## config.mk

```make
export PLATFORM = sky130hd
export DESIGN_NAME = bus_abort_monitor
export DESIGN_NICKNAME = d
export VERILOG_FILES = /design/src/rtl/bam_pkg.sv /design/src/rtl/bam_decode.sv /design/src/rtl/bam_history.sv /design/src/rtl/bam_remap.sv /design/src/rtl/bus_abort_monitor.sv
export SDC_FILE = /design/constraint.sdc
export NUM_CORES = 1
export LEC_CHECK = 0
export ABC_AREA = 1
export BUFFER_PORTS_ARGS = -buffer_cell sky130_fd_sc_hd__buf_2
export CORE_ASPECT_RATIO = 1.2
export CORE_UTILIZATION = 56
export CTS_BUF_LIST = sky130_fd_sc_hd__clkbuf_4
export DETAILED_ROUTE_END_ITERATION = 16
export PLACE_DENSITY = 0.95
export SYNTH_ARGS = -nofsm -noshare
export SYNTH_HDL_FRONTEND = slang
export SYNTH_SLANG_ARGS = --single-unit
export TNS_END_PERCENT = 50
```

## constraint.sdc

```tcl
create_clock -name clk -period 3.3 [get_ports clk]
set_clock_uncertainty 0.05 [all_clocks]
set_input_delay 0.66 -clock clk [delete_from_list [all_inputs] [get_ports clk]]
set_output_delay 0.66 -clock clk [all_outputs]
set_load 0.03 [all_outputs]
```

## src/rtl/bam_pkg.sv

```systemverilog
package bam_pkg;

    typedef enum logic {
        ST_IDLE  = 1'b0,
        ST_ABORT = 1'b1
    } ctl_state_e;

    localparam logic [1:0] SZ_BYTE = 2'd0;
    localparam logic [1:0] SZ_HALF = 2'd1;

    localparam logic [1:0] SEL_ADDR   = 2'd0;
    localparam logic [1:0] SEL_STATUS = 2'd1;
    localparam logic [1:0] SEL_REMAP  = 2'd2;

    localparam int STAT_SIZE_LSB = 0;
    localparam int STAT_KIND_LSB = 2;
    localparam int STAT_UNDEF    = 4;
    localparam int STAT_MISAL    = 5;
    localparam int STAT_LAST_LSB = 8;
    localparam int STAT_SAVE_LSB = 16;

endpackage

```

## src/rtl/bam_decode.sv

```systemverilog
module bam_decode #(
    parameter int AW   = 32,
    parameter int NREG = 3,
    parameter logic [NREG*AW-1:0] REGION_BASE  = '0,
    parameter logic [NREG*AW-1:0] REGION_LIMIT = '0
) (
    input  logic [AW-1:0] addr,
    input  logic [1:0]    size,
    output logic          undef,
    output logic          misal
);
    import bam_pkg::*;

    logic [NREG-1:0] hit;

    for (genvar g = 0; g < NREG; g++) begin : g_region
        localparam logic [AW-1:0] LO = REGION_BASE[g*AW +: AW];
        localparam logic [AW-1:0] HI = REGION_LIMIT[g*AW +: AW];
        assign hit[g] = (addr >= LO) && (addr <= HI);
    end

    assign undef = ~|hit;

    always_comb begin
        unique case (size)
            SZ_BYTE: misal = 1'b0;
            SZ_HALF: misal = addr[0];
            default: misal = |addr[1:0];
        endcase
    end

endmodule

```

## src/rtl/bam_history.sv

```systemverilog
module bam_history #(
    parameter int NMST = 4,
    localparam int MIDX = (NMST > 1) ? $clog2(NMST) : 1
) (
    input  logic            clk,
    input  logic            rst_n,
    input  logic            abort_now,
    input  logic [MIDX-1:0] mst_idx,
    input  logic            clr,
    output logic [NMST-1:0] last_q,
    output logic [NMST-1:0] saved_q
);
    logic [NMST-1:0] new_oh;
    logic [NMST-1:0] saved_base;

    always_comb begin
        new_oh = '0;
        new_oh[mst_idx] = 1'b1;
        saved_base = clr ? '0 : saved_q;
    end

    always_ff @(posedge clk) begin
        if (!rst_n) begin
            last_q  <= '0;
            saved_q <= '0;
        end else if (abort_now) begin
            last_q  <= new_oh;
            saved_q <= (saved_base | last_q) & ~new_oh;
        end else begin
            saved_q <= saved_base;
        end
    end

endmodule

```

## src/rtl/bam_remap.sv

```systemverilog
module bam_remap (
    input  logic clk,
    input  logic rst_n,
    input  logic toggle,
    output logic remap_q
);
    always_ff @(posedge clk) begin
        if (!rst_n)
            remap_q <= 1'b0;
        else if (toggle)
            remap_q <= ~remap_q;
    end
endmodule

```

## src/rtl/bus_abort_monitor.sv

```systemverilog
module bus_abort_monitor #(
    parameter int NMST = 4,
    parameter int AW   = 32,
    parameter int NREG = 3,
    parameter logic [NREG*AW-1:0] REGION_BASE  = {32'hFFFF_F000, 32'h0020_0000, 32'h0000_0000},
    parameter logic [NREG*AW-1:0] REGION_LIMIT = {32'hFFFF_FFFF, 32'h0020_3FFF, 32'h0000_FFFF},
    localparam int MIDX = (NMST > 1) ? $clog2(NMST) : 1
) (
    input  logic            clk,
    input  logic            rst_n,
    input  logic            bus_valid,
    input  logic [MIDX-1:0] bus_master,
    input  logic [AW-1:0]   bus_addr,
    input  logic [1:0]      bus_size,
    input  logic [1:0]      bus_kind,
    output logic            abort_any,
    output logic [NMST-1:0] abort_to,
    input  logic            cfg_rd,
    input  logic            cfg_wr,
    input  logic [1:0]      cfg_sel,
    input  logic [31:0]     cfg_wdata,
    output logic [31:0]     cfg_rdata,
    output logic            remap_zero
);
    import bam_pkg::*;

    ctl_state_e state_q, state_nx;

    logic          dec_undef, dec_misal, fault_now;
    logic [AW-1:0] addr_q;
    logic [1:0]    size_q, kind_q;
    logic          undef_q, misal_q;
    logic [NMST-1:0] last_q, saved_q;
    logic [31:0]   status_w;
    logic          stat_clr, remap_tgl;
    logic          unused_wdata;

    assign unused_wdata = ^cfg_wdata[31:1];

    bam_decode #(
        .AW(AW), .NREG(NREG),
        .REGION_BASE(REGION_BASE), .REGION_LIMIT(REGION_LIMIT)
    ) u_decode (
        .addr (bus_addr),
        .size (bus_size),
        .undef(dec_undef),
        .misal(dec_misal)
    );

    assign fault_now = bus_valid && (dec_undef || dec_misal);
    assign stat_clr  = cfg_rd && (cfg_sel == SEL_STATUS);
    assign remap_tgl = cfg_wr && (cfg_sel == SEL_REMAP) && cfg_wdata[0];

    // Control state register
    always_ff @(posedge clk) begin
        if (!rst_n)
            state_q <= ST_IDLE;
        else
            state_q <= state_nx;
    end

    // Next-state logic
    always_comb begin
        state_nx = state_q;
        unique case (state_q)
            ST_IDLE:  state_nx = fault_now ? ST_ABORT : ST_IDLE;
            ST_ABORT: state_nx = fault_now ? ST_ABORT : ST_IDLE;
        endcase
    end

    // Outputs decoded from state
    always_comb begin
        abort_any = (state_q == ST_ABORT);
        abort_to  = abort_any ? last_q : '0;
    end

    // Capture of the faulting access
    always_ff @(posedge clk) begin
        if (!rst_n) begin
            addr_q  <= '0;
            size_q  <= '0;
            kind_q  <= '0;
            undef_q <= 1'b0;
            misal_q <= 1'b0;
        end else if (fault_now) begin
            addr_q  <= bus_addr;
            size_q  <= bus_size;
            kind_q  <= bus_kind;
            undef_q <= dec_undef;
            misal_q <= dec_misal;
        end
    end

    bam_history #(.NMST(NMST)) u_history (
        .clk      (clk),
        .rst_n    (rst_n),
        .abort_now(fault_now),
        .mst_idx  (bus_master),
        .clr      (stat_clr),
        .last_q   (last_q),
        .saved_q  (saved_q)
    );

    bam_remap u_remap (
        .clk    (clk),
        .rst_n  (rst_n),
        .toggle (remap_tgl),
        .remap_q(remap_zero)
    );

    always_comb begin
        status_w = '0;
        status_w[STAT_SIZE_LSB +: 2]    = size_q;
        status_w[STAT_KIND_LSB +: 2]    = kind_q;
        status_w[STAT_UNDEF]            = undef_q;
        status_w[STAT_MISAL]            = misal_q;
        status_w[STAT_LAST_LSB +: NMST] = last_q;
        status_w[STAT_SAVE_LSB +: NMST] = saved_q;
    end

    always_ff @(posedge clk) begin
        if (!rst_n) begin
            cfg_rdata <= '0;
        end else if (cfg_rd) begin
            unique case (cfg_sel)
                SEL_ADDR:   cfg_rdata <= 32'(addr_q);
                SEL_STATUS: cfg_rdata <= status_w;
                SEL_REMAP:  cfg_rdata <= {31'd0, remap_zero};
                default:    cfg_rdata <= '0;
            endcase
        end
    end

endmodule

```

==> results.py, run 1 <==
metrics = {
    "routing": {
        "wl_per_cell_um": 11.4,
        "drc": 0,
        "vias": 3330,
        "antenna_left": 0,
        "wl_um": 7590,
        "viasPerCell": 5.01,
        "drtIter0Drc": 183,
        "first_pass_iters": 4,
    },
    "clocking": {
        "numCtsBuffers": 9,
        "cts-htree-levels": 3,
        "tritoncts": "yes",
        "clkTransAtPathRegs_ps": 120,
        "postCtsHoldBufs": 0,
        "cts_root_buffer": "clkbuf_4",
        "clk_latency_ps": 420,
        "clockBufferDepth": 2,
        "ctsResizeCount": 0,
        "cts_setup_buffers": 0,
        "clock_sinks": 80,
    },
    "placed_design": {
        "gp_congestion": 0.868,
        "hpwl_um": 5150,
        "place.port_buffers": 83,
    },
    "timing": {
        "fin_setup_tns_ps": 0,
        "finalSetupViolCount": 0,
        "worst_slew_pin_slew_ps": 734,
        "final_max_slew_viol_count": 0,
        "fmax_mhz": 468,
        "slew_headroom_pct": 51.0,
        "finalHoldViolCount": 0,
        "rsz0062_at_grt": "false",
        "fin_crit_sh_pct": 64.7,
        "whs_ps": 420,
        "period_needed_ps": 2140,
    },
    "floorplanning": {
        "rows": 30,
        "die_h_um": 87.8,
        "die-area_mm2": 0.00645,
        "start_util_pct": 59.4,
        "ios": 115,
        "core_area_mm2": 0.00578,
        "die_x_um": 73.5,
    },
    "setup_path": {
        "crit_required_ps": 3560,
        "cp_slowest_stage_delay_ps": 490,
        "worstPathCellList": "buf_2, inv_1, a21oi_1, a21oi_1, nand2b_1, nand2_4, nor2_1, nor2_1",
        "r2r-start": "u_history.saved_q[0]",
        "regToRegEndpoint": "u_history.saved_q[0]",
        "slowest_stage": "nand2_4",
        "rrSetupSlack_ps": 2270,
        "end_kind": "flop",
        "critPathTopFamily": "simple AND/OR/NAND/NOR gates",
        "worst-path-buf-inv": 2,
        "critPathMaxFanout": 72,
        "r2r_cells": 6,
        "crit_type": "input port to flop",
        "cp-start-kind": "input port",
        "critPathArrivalTime_ps": 2400,
    },
    "synthesis": {
        "muxShareOfSynthArea_pct": 0,
        "synth_nets": 589,
        "synth-xor-area-share_pct": 0,
        "ys_warn_count": 0,
        "synthSimpleGateAreaFrac_pct": 32.7,
        "synth_compound_area_share_pct": 10.5,
        "syn_inst": 512,
        "postSynthAreaPerCell_um2": 6.71,
        "netlist_area_mm2": 0.00344,
        "synth_top_family_by_area": "simple AND/OR/NAND/NOR gates",
        "ys_types": 18,
        "synth_fa_ha_area_share_pct": 0,
        "yosys_register_bits": 80,
        "ys_seq_area_share_pct": 46.6,
    },
    "layout": {
        "layout_common_cells": "nand2_1, nor2_1, buf_2",
        "areaGrowthSynthToFinish_pct": 16.1,
        "fin_util_pct": 69.0,
        "nFillCells": 503,
        "drive_above_1_share_pct": 17.9,
        "n_antenna_cell": 0,
        "finalNetCount": 657,
        "final_common_cell": "nand2_1",
    },
    "min_path": {
        "hold_path_startpoint": "addr_q[13]",
        "hold-path-endpoint": "cfg_rdata[13]",
        "hold_depth": 2,
        "hold_class": "flop to flop",
    },
    "global_routing": {
        "overflow": 0,
        "grt_antenna_before_repair": 0,
        "grt_pass1_vias": 3072,
        "grt_max_degree": 73,
        "grt_usage_pct": 25.0,
        "grt_pass1_wl_um": 12500,
    },
    "pwr": {
        "ir_drop_uv": 255,
        "pwr_density_cell_mw_per_mm2": 495,
        "internal_power_mw": 1.43,
        "leakage_nw": 2.07,
        "p_switching_mw": 0.544,
        "p_clk_share_pct": 33.2,
        "power_frac_seq_pct": 53.3,
        "pwr-share-comb_pct": 13.5,
        "switching_share_pct": 27.6,
        "finalPower_mw": 1.98,
    },
    "status": {
        "outcome": "finished, final reports clean",
    },
    "job": {
        "maxCapViolations": 0,
    },
}
area by class of cell:
type	count	area, um2	share of cell area [%]
sequential	80	1600	40.2
multi-input combinational	350	1480	37.2
timing repair buffer	86	438	11.0
inverter	53	199	4.99
tap	80	100	2.51
clock inverter	6	92.6	2.32
clock buffer	10	75.1	1.88
synthesized netlist by cell type:
| cell | count | share of area [%] |
|---|---|---|
| a31oi_1 | 13 | 2.4 |
| a41oi_1 | 2 | 0.51 |
| inv_1 | 53 | 5.8 |
| nand2b_1 | 1 | 0.18 |
| buf_4 | 1 | 0.22 |
| nand4_1 | 1 | 0.18 |
| nand2_4 | 1 | 0.33 |
| nand3_1 | 31 | 4.5 |
| clkbuf_1 | 15 | 1.6 |
| a21oi_1 | 31 | 4.5 |
| buf_2 | 9 | 1.3 |
| o21ai_0 | 21 | 3.1 |
| nand2_1 | 148 | 16 |
| nor2_1 | 99 | 11 |
| buf_6 | 4 | 1.3 |
| dfxtp_1 | 80 | 47 |
| or2_2 | 1 | 0.18 |
| nand3_2 | 1 | 0.29 |
through the flow:
| stage | cells | instance area, um2 | worst slack, ps |
|---|---|---|---|
| CTS | 665 | 3990 | 1210 |
| global placement | 649 | 3820 | 865 |
| floorplan | 512 | 3440 | 1660 |
| global route | 665 | 3990 | 1010 |
| detailed placement | 649 | 3820 | 795 |
| finish | 665 | 3990 | 1160 |
worst min-delay path, delay by kind of cell, from the launching register on:
kind / cells / cell delay [ps]
flops: 1 / 330
simple gates: 1 / 60
compound gates: 1 / 50
sequential cells by signal, indices dropped and copies added, names as in the netlist:
name               flops
u_remap.remap_q        1
u_history.last_q       4
u_history.saved_q      4
undef_q                1
misal_q                1
kind_q                 2
abort_any              1
cfg_rdata             32
addr_q                32
size_q                 2
layer usage:
| metal | up-vias | part of all wire [%] | global-route usage, % |
|---|---|---|---|
| met1 | 1450 | 43 | 28.8 |
| met3 | 18 | 6.8 | 5.52 |
| met4 | 0 | 2.1 | 10.8 |
| met5 | - | 0 | 0 |
| met2 | 136 | 48 | 44.0 |
| li1 | 1726 | - | - |
cells by family after synthesis:
family	Yosys count
flops	80
compound gates	67
buf+inv	82
simple gates	283
power groups by stage:
stage | combinational (mW) | clock, mW | sequential, mW
finish | 0.267 | 0.655 | 1.05
global route | 0.300 | 0.717 | 1.06
floorplan | 0.158 | 0 | 1.11
global placement | 0.258 | 0 | 1.07
detailed placement | 0.265 | 0 | 1.07
CTS | 0.267 | 0.672 | 1.05
how the worst max path moves through the flow:
stage               slack, ps    endpoint  cells past startpoint    startpoint
finish                   1160   addr_q[5]                      8   bus_addr[0]
global route             1010   kind_q[0]                      9   bus_addr[0]
CTS                      1210   addr_q[5]                      8   bus_addr[0]
detailed placement        800   addr_q[1]                      9   bus_addr[0]
global placement          870  addr_q[10]                      9   bus_addr[0]
floorplan                1660  addr_q[10]                      9  bus_addr[28]
Note: power is estimated with default switching activity, not from simulation.
==> inputs of run 2 (changes only) <==
--- a/config.mk
+++ b/config.mk
@@ -8,10 +8,10 @@
 export ABC_AREA = 1
 export BUFFER_PORTS_ARGS = -buffer_cell sky130_fd_sc_hd__buf_2
 export CORE_ASPECT_RATIO = 1.2
-export CORE_UTILIZATION = 56
+export CORE_UTILIZATION = 52
 export CTS_BUF_LIST = sky130_fd_sc_hd__clkbuf_4
 export DETAILED_ROUTE_END_ITERATION = 16
-export PLACE_DENSITY = 0.95
+export PLACE_DENSITY = 0.93
 export SYNTH_ARGS = -nofsm -noshare
 export SYNTH_HDL_FRONTEND = slang
 export SYNTH_SLANG_ARGS = --single-unit
==> constraint.sdc (replaced) <==
create_clock -name clk -period 2.25 [get_ports clk]
set_clock_uncertainty 0.05 [all_clocks]
set_input_delay 0.45 -clock clk [delete_from_list [all_inputs] [get_ports clk]]
set_output_delay 0.45 -clock clk [all_outputs]
set_load 0.03 [all_outputs]
==> results.py, run 2 (same netlist as run 1, synthesis figures left out) <==
metrics = {
    "clocking": {
        "clockBufferDepth": 2,
        "cts-htree-levels": 3,
        "numCtsBuffers": 9,
        "postCtsHoldBufs": 0,
        "ctsResizeCount": 0,
        "tritoncts": "yes",
        "clock_sinks": 80,
        "cts_root_buffer": "clkbuf_4",
        "cts_setup_buffers": 0,
        "clk_latency_ps": 430,
        "clkTransAtPathRegs_ps": 130,
    },
    "floorplanning": {
        "ios": 115,
        "start_util_pct": 53.6,
        "die-area_mm2": 0.00694,
        "rows": 32,
        "die_h_um": 91.0,
        "die_x_um": 76.2,
        "core_area_mm2": 0.00641,
    },
    "layout": {
        "areaGrowthSynthToFinish_pct": 16.1,
        "fin_cells": 672,
        "fin_util_pct": 62.3,
        "reg.largest.list": "addr_q x32, cfg_rdata x32",
        "final_common_cell": "nand2_1",
        "finalNetCount": 659,
        "final_cell_area_mm2": 0.00399,
        "layout_common_cells": "nand2_1, nor2_1, buf_2",
        "nFillCells": 617,
        "drive_above_1_share_pct": 18.2,
        "n_antenna_cell": 0,
    },
    "placed_design": {
        "dp_cells": 656,
        "place.port_buffers": 83,
        "hpwl_um": 5280,
        "dp_slack_ps": 238,
        "placed_area_mm2": 0.00384,
        "gp_congestion": 0.878,
    },
    "job": {
        "maxCapViolations": 0,
    },
    "pwr": {
        "leakage_nw": 2.08,
        "ir_drop_uv": 507,
        "pwr_density_cell_mw_per_mm2": 704,
    },
    "routing": {
        "wl_per_cell_um": 11.3,
        "drtIter0Drc": 176,
        "vias": 3307,
        "antenna_left": 0,
        "viasPerCell": 4.92,
        "first_pass_iters": 4,
        "wl_um": 7570,
        "drc": 0,
    },
    "timing": {
        "period_needed_ps": 1640,
        "fin_setup_tns_ps": 0,
        "slew_headroom_pct": 53.6,
        "finalSetupViolCount": 0,
        "fin_ws_ps": 613,
        "final_max_slew_viol_count": 0,
        "fmax_mhz": 611,
        "fin_crit_sh_pct": 72.7,
        "finalHoldViolCount": 0,
        "worst_slew_pin_slew_ps": 695,
        "rsz0062_at_grt": "false",
    },
    "setup_path": {
        "critPathMaxFanout": 4,
        "crit_required_ps": 1750,
        "slowest_stage": "dfxtp_1",
        "rrSetupSlack_ps": 1250,
        "critPathArrivalTime_ps": 1140,
        "cp_slowest_stage_delay_ps": 420,
        "endpoint": "abort_to[3]",
        "crit_start": "u_history.last_q[3]",
        "r2r_cells": 6,
        "cp-start-kind": "flop",
        "end_kind": "output pin",
        "crit_type": "flop to output pin",
        "r2r-start": "u_history.saved_q[0]",
        "regToRegEndpoint": "u_history.saved_q[0]",
        "worstPathCellList": "nand2_1, inv_1, buf_2",
    },
    "global_routing": {
        "grt_usage_pct": 23.1,
        "grt_pass1_vias": 3034,
        "grt_pass1_wl_um": 13000,
        "grt_antenna_before_repair": 0,
        "overflow": 0,
        "grt_max_degree": 73,
    },
    "min_path": {
        "hold_class": "input port to flop",
    },
    "status": {
        "outcome": "finished, final reports clean",
    },
}
## run 2: changes by cell type in the layout (fill, tap and decap cells not counted), sizes merged
cell / delta
clkbuf: -1
buf: +2
clkinvlp: -1
clkinv: +2
bufinv: -1
inv: +1
## run 2: layout make-up
class | count | area, um2 | area share, %
multi-input combinational | 350 | 1480 | 37.1
clock buffer | 9 | 67.6 | 1.69
inverter | 53 | 199 | 4.99
clock inverter | 7 | 80.1 | 2.01
timing repair buffer | 88 | 453 | 11.4
tap | 85 | 106 | 2.67
sequential | 80 | 1600 | 40.2
## run 2: power by group
group | total, mW | internal (mW) | switching [mW]
Combinational | 0.394 | 0.132 | 0.262
Clock | 0.869 | 0.351 | 0.518
Sequential | 1.55 | 1.50 | 0.0446
Total | 2.81 | 1.98 | 0.824
## run 2: worst min path at each step
stage | start | end | slack, ps | depth (start not counted)
floorplan | addr_q[12] | cfg_rdata[12] | 390 | 2
global placement | addr_q[23] | cfg_rdata[23] | 390 | 2
detailed placement | misal_q | misal_q | 400 | 2
CTS | bus_addr[2] | addr_q[2] | 240 | 5
global route | bus_addr[9] | addr_q[9] | 260 | 5
finish | bus_addr[2] | addr_q[2] | 260 | 5
## run 2: worst max-delay path: cells and delay by family, from the launching register on
| kind | cells | cell delay, ps |
|---|---|---|
| buffers and inverters | 2 | 230 |
| AND/OR/NAND/NOR | 1 | 70 |
| flip-flops | 1 | 420 |
## run 2: per-stage QoR
stage | hold slack [ps] | power, mW
finish | 257 | 2.81
detailed placement | 402 | 1.97
global route | 259 | 2.94
CTS | 237 | 2.83
floorplan | 389 | 1.85
global placement | 395 | 1.96
## run 2: routing by layer
metal  part of all wire [%]  global-route usage (%)
met3                    4.2                    3.12
met4                    1.9                    10.9
met2                     50                    41.4
met1                     44                    26.8
met5                      0                       0
==> inputs of run 3 (changes only) <==
--- a/config.mk
+++ b/config.mk
@@ -8,10 +8,10 @@
 export ABC_AREA = 1
 export BUFFER_PORTS_ARGS = -buffer_cell sky130_fd_sc_hd__buf_2
 export CORE_ASPECT_RATIO = 1.2
-export CORE_UTILIZATION = 52
+export CORE_UTILIZATION = 47
 export CTS_BUF_LIST = sky130_fd_sc_hd__clkbuf_4
 export DETAILED_ROUTE_END_ITERATION = 16
-export PLACE_DENSITY = 0.93
+export PLACE_DENSITY = 0.89
 export SYNTH_ARGS = -nofsm -noshare
 export SYNTH_HDL_FRONTEND = slang
 export SYNTH_SLANG_ARGS = --single-unit
==> constraint.sdc (replaced) <==
create_clock -name clk -period 1.43 [get_ports clk]
set_clock_uncertainty 0.05 [all_clocks]
set_input_delay 0.286 -clock clk [delete_from_list [all_inputs] [get_ports clk]]
set_output_delay 0.286 -clock clk [all_outputs]
set_load 0.03 [all_outputs]
==> results.py, run 3 (same netlist as run 1, synthesis figures left out) <==
metrics = {
    "status": {
        "outcome": "finished, final reports clean",
    },
    "routing": {
        "vias": 3424,
        "drc": 0,
        "drtIter0Drc": 183,
        "first_pass_iters": 4,
        "wl_um": 7930,
        "viasPerCell": 4.91,
        "wl_per_cell_um": 11.4,
        "antenna_left": 0,
    },
    "clocking": {
        "cts_root_buffer": "clkbuf_4",
        "numCtsBuffers": 9,
        "clockBufferDepth": 2,
        "clk_latency_ps": 420,
        "clock_sinks": 80,
        "clkTransAtPathRegs_ps": 130,
        "tritoncts": "yes",
        "postCtsHoldBufs": 0,
        "cts-htree-levels": 3,
    },
    "setup_path": {
        "r2r_cells": 6,
        "crit_required_ps": 1090,
        "rrSetupSlack_ps": 480,
        "crit_start": "u_history.last_q[3]",
        "crit_type": "flop to output pin",
        "cp-start-kind": "flop",
        "end_kind": "output pin",
        "endpoint": "abort_to[3]",
        "critPathArrivalTime_ps": 1050,
        "critPathMaxFanout": 4,
        "regToRegEndpoint": "u_history.saved_q[2]",
        "r2r-start": "u_history.saved_q[2]",
    },
    "timing": {
        "finalSetupViolCount": 0,
        "finalHoldViolCount": 0,
        "fin_ws_ps": 47.3,
        "period_needed_ps": 1380,
        "fmax_mhz": 723,
        "worst_slew_pin_slew_ps": 266,
        "rsz0062_at_grt": "true",
        "slew_headroom_pct": 82.2,
        "final_max_slew_viol_count": 0,
        "fin_crit_sh_pct": 96.7,
    },
    "layout": {
        "n_antenna_cell": 0,
        "multi_input_area_mm2": 0.00148,
        "nFillCells": 628,
        "final_common_cell": "nand2_1",
        "drive_above_1_share_pct": 22.3,
        "areaGrowthSynthToFinish_pct": 24.9,
        "seq_area_mm2": 0.00161,
        "reg.largest.list": "addr_q x32, cfg_rdata x32",
        "finalNetCount": 683,
        "layout_common_cells": "nand2_1, nor2_1, buf_2",
    },
    "global_routing": {
        "grt_max_degree": 38,
        "grt_antenna_before_repair": 0,
        "grt_pass1_wl_um": 13600,
        "grt_pass1_vias": 3199,
        "grt_usage_pct": 22.7,
        "overflow": 0,
    },
    "floorplanning": {
        "ios": 115,
        "start_util_pct": 49.5,
        "rows": 33,
        "die_x_um": 80.1,
        "core_area_mm2": 0.00694,
        "die-area_mm2": 0.00766,
        "die_h_um": 95.7,
    },
    "pwr": {
        "finalPower_mw": 4.67,
        "switching_share_pct": 28.0,
        "pwr-share-comb_pct": 15.1,
        "power_frac_seq_pct": 52.1,
        "ir_drop_uv": 615,
        "internal_power_mw": 3.36,
        "p_switching_mw": 1.31,
        "leakage_nw": 2.23,
        "pwr_density_cell_mw_per_mm2": 1090,
        "p_clk_share_pct": 32.9,
    },
    "placed_design": {
        "dp_slack_ps": -138,
        "hpwl_um": 5630,
        "place.port_buffers": 83,
        "gp_congestion": 0.820,
    },
    "min_path": {
        "hold_path_startpoint": "bus_addr[2]",
        "hold_class": "input port to flop",
    },
    "job": {
        "maxCapViolations": 0,
    },
}
[run 3: changes by cell type in the layout (fill, tap and decap cells not counted), sizes merged]
cell,delta
buf,+23
bufinv,+1
clkbuf,+1
clkinv,-1
[run 3: power groups by stage]
stage / Sequential (mW) / Clock [mW] / Combinational, mW
CTS: 2.43 / 1.57 / 0.704
global route: 2.45 / 1.68 / 0.796
floorplan: 2.55 / 0 / 0.365
detailed placement: 2.48 / 0 / 0.698
finish: 2.43 / 1.54 / 0.703
global placement: 2.48 / 0 / 0.678
[run 3: worst min path at each step]
| stage | to | slack (ps) | cells past startpoint |
|---|---|---|---|
| after detailed placement | cfg_rdata[23] | 400 | 2 |
| after CTS | addr_q[2] | 90 | 5 |
| after global placement | cfg_rdata[24] | 390 | 2 |
| after floorplan | cfg_rdata[12] | 390 | 2 |
| after global routing | addr_q[10] | 90 | 5 |
| final | addr_q[2] | 100 | 5 |
[run 3: metrics by stage]
step | hold slack (ps) | std cells | instance area, um2 | setup TNS (ps) | util [%]
floorplan | 389 | 512 | 3440 | 0 | -
detailed placement | 400 | 682 | 4090 | -4630 | 58.9
global route | 94.9 | 698 | 4290 | -112 | 61.9
finish | 102 | 698 | 4290 | 0 | 61.9
CTS | 85.8 | 698 | 4270 | 0 | 61.6
global placement | 393 | 682 | 4090 | -3180 | 58.9
[run 3: layout make-up]
type                       instances  area share, %
clock inverter                     7           2.39
clock buffer                       9           1.57
multi-input combinational        350           34.5
inverter                          53           4.63
tap                               87           2.54
sequential                        80           37.5
timing repair buffer             112           16.8
[run 3: timing repair]
| item | 4_1_cts | 5_1_grt |
|---|---|---|
| setup buffers | 0 | 0 |
| endpoints found under the setup margin | 4 | 5 |
| gates resized for setup | 9 | 6 |
| pin swaps | 0 | 3 |
[run 3: routing by layer]
metal / share of wire [%] / track usage, % / vias to the layer above
li1: - / - / 1775
met1: 43 / 26.5 / 1514
met2: 49 / 40.6 / 121
met3: 5.8 / 4.50 / 14
met4: 1.8 / 8.78 / 0
met5: 0 / 0 / -
[run 3: critical path, stage by stage, from the launching register on]
cell,delay [ps]
dfxtp_4,390
nand2_1,50
inv_1,60
buf_6,120
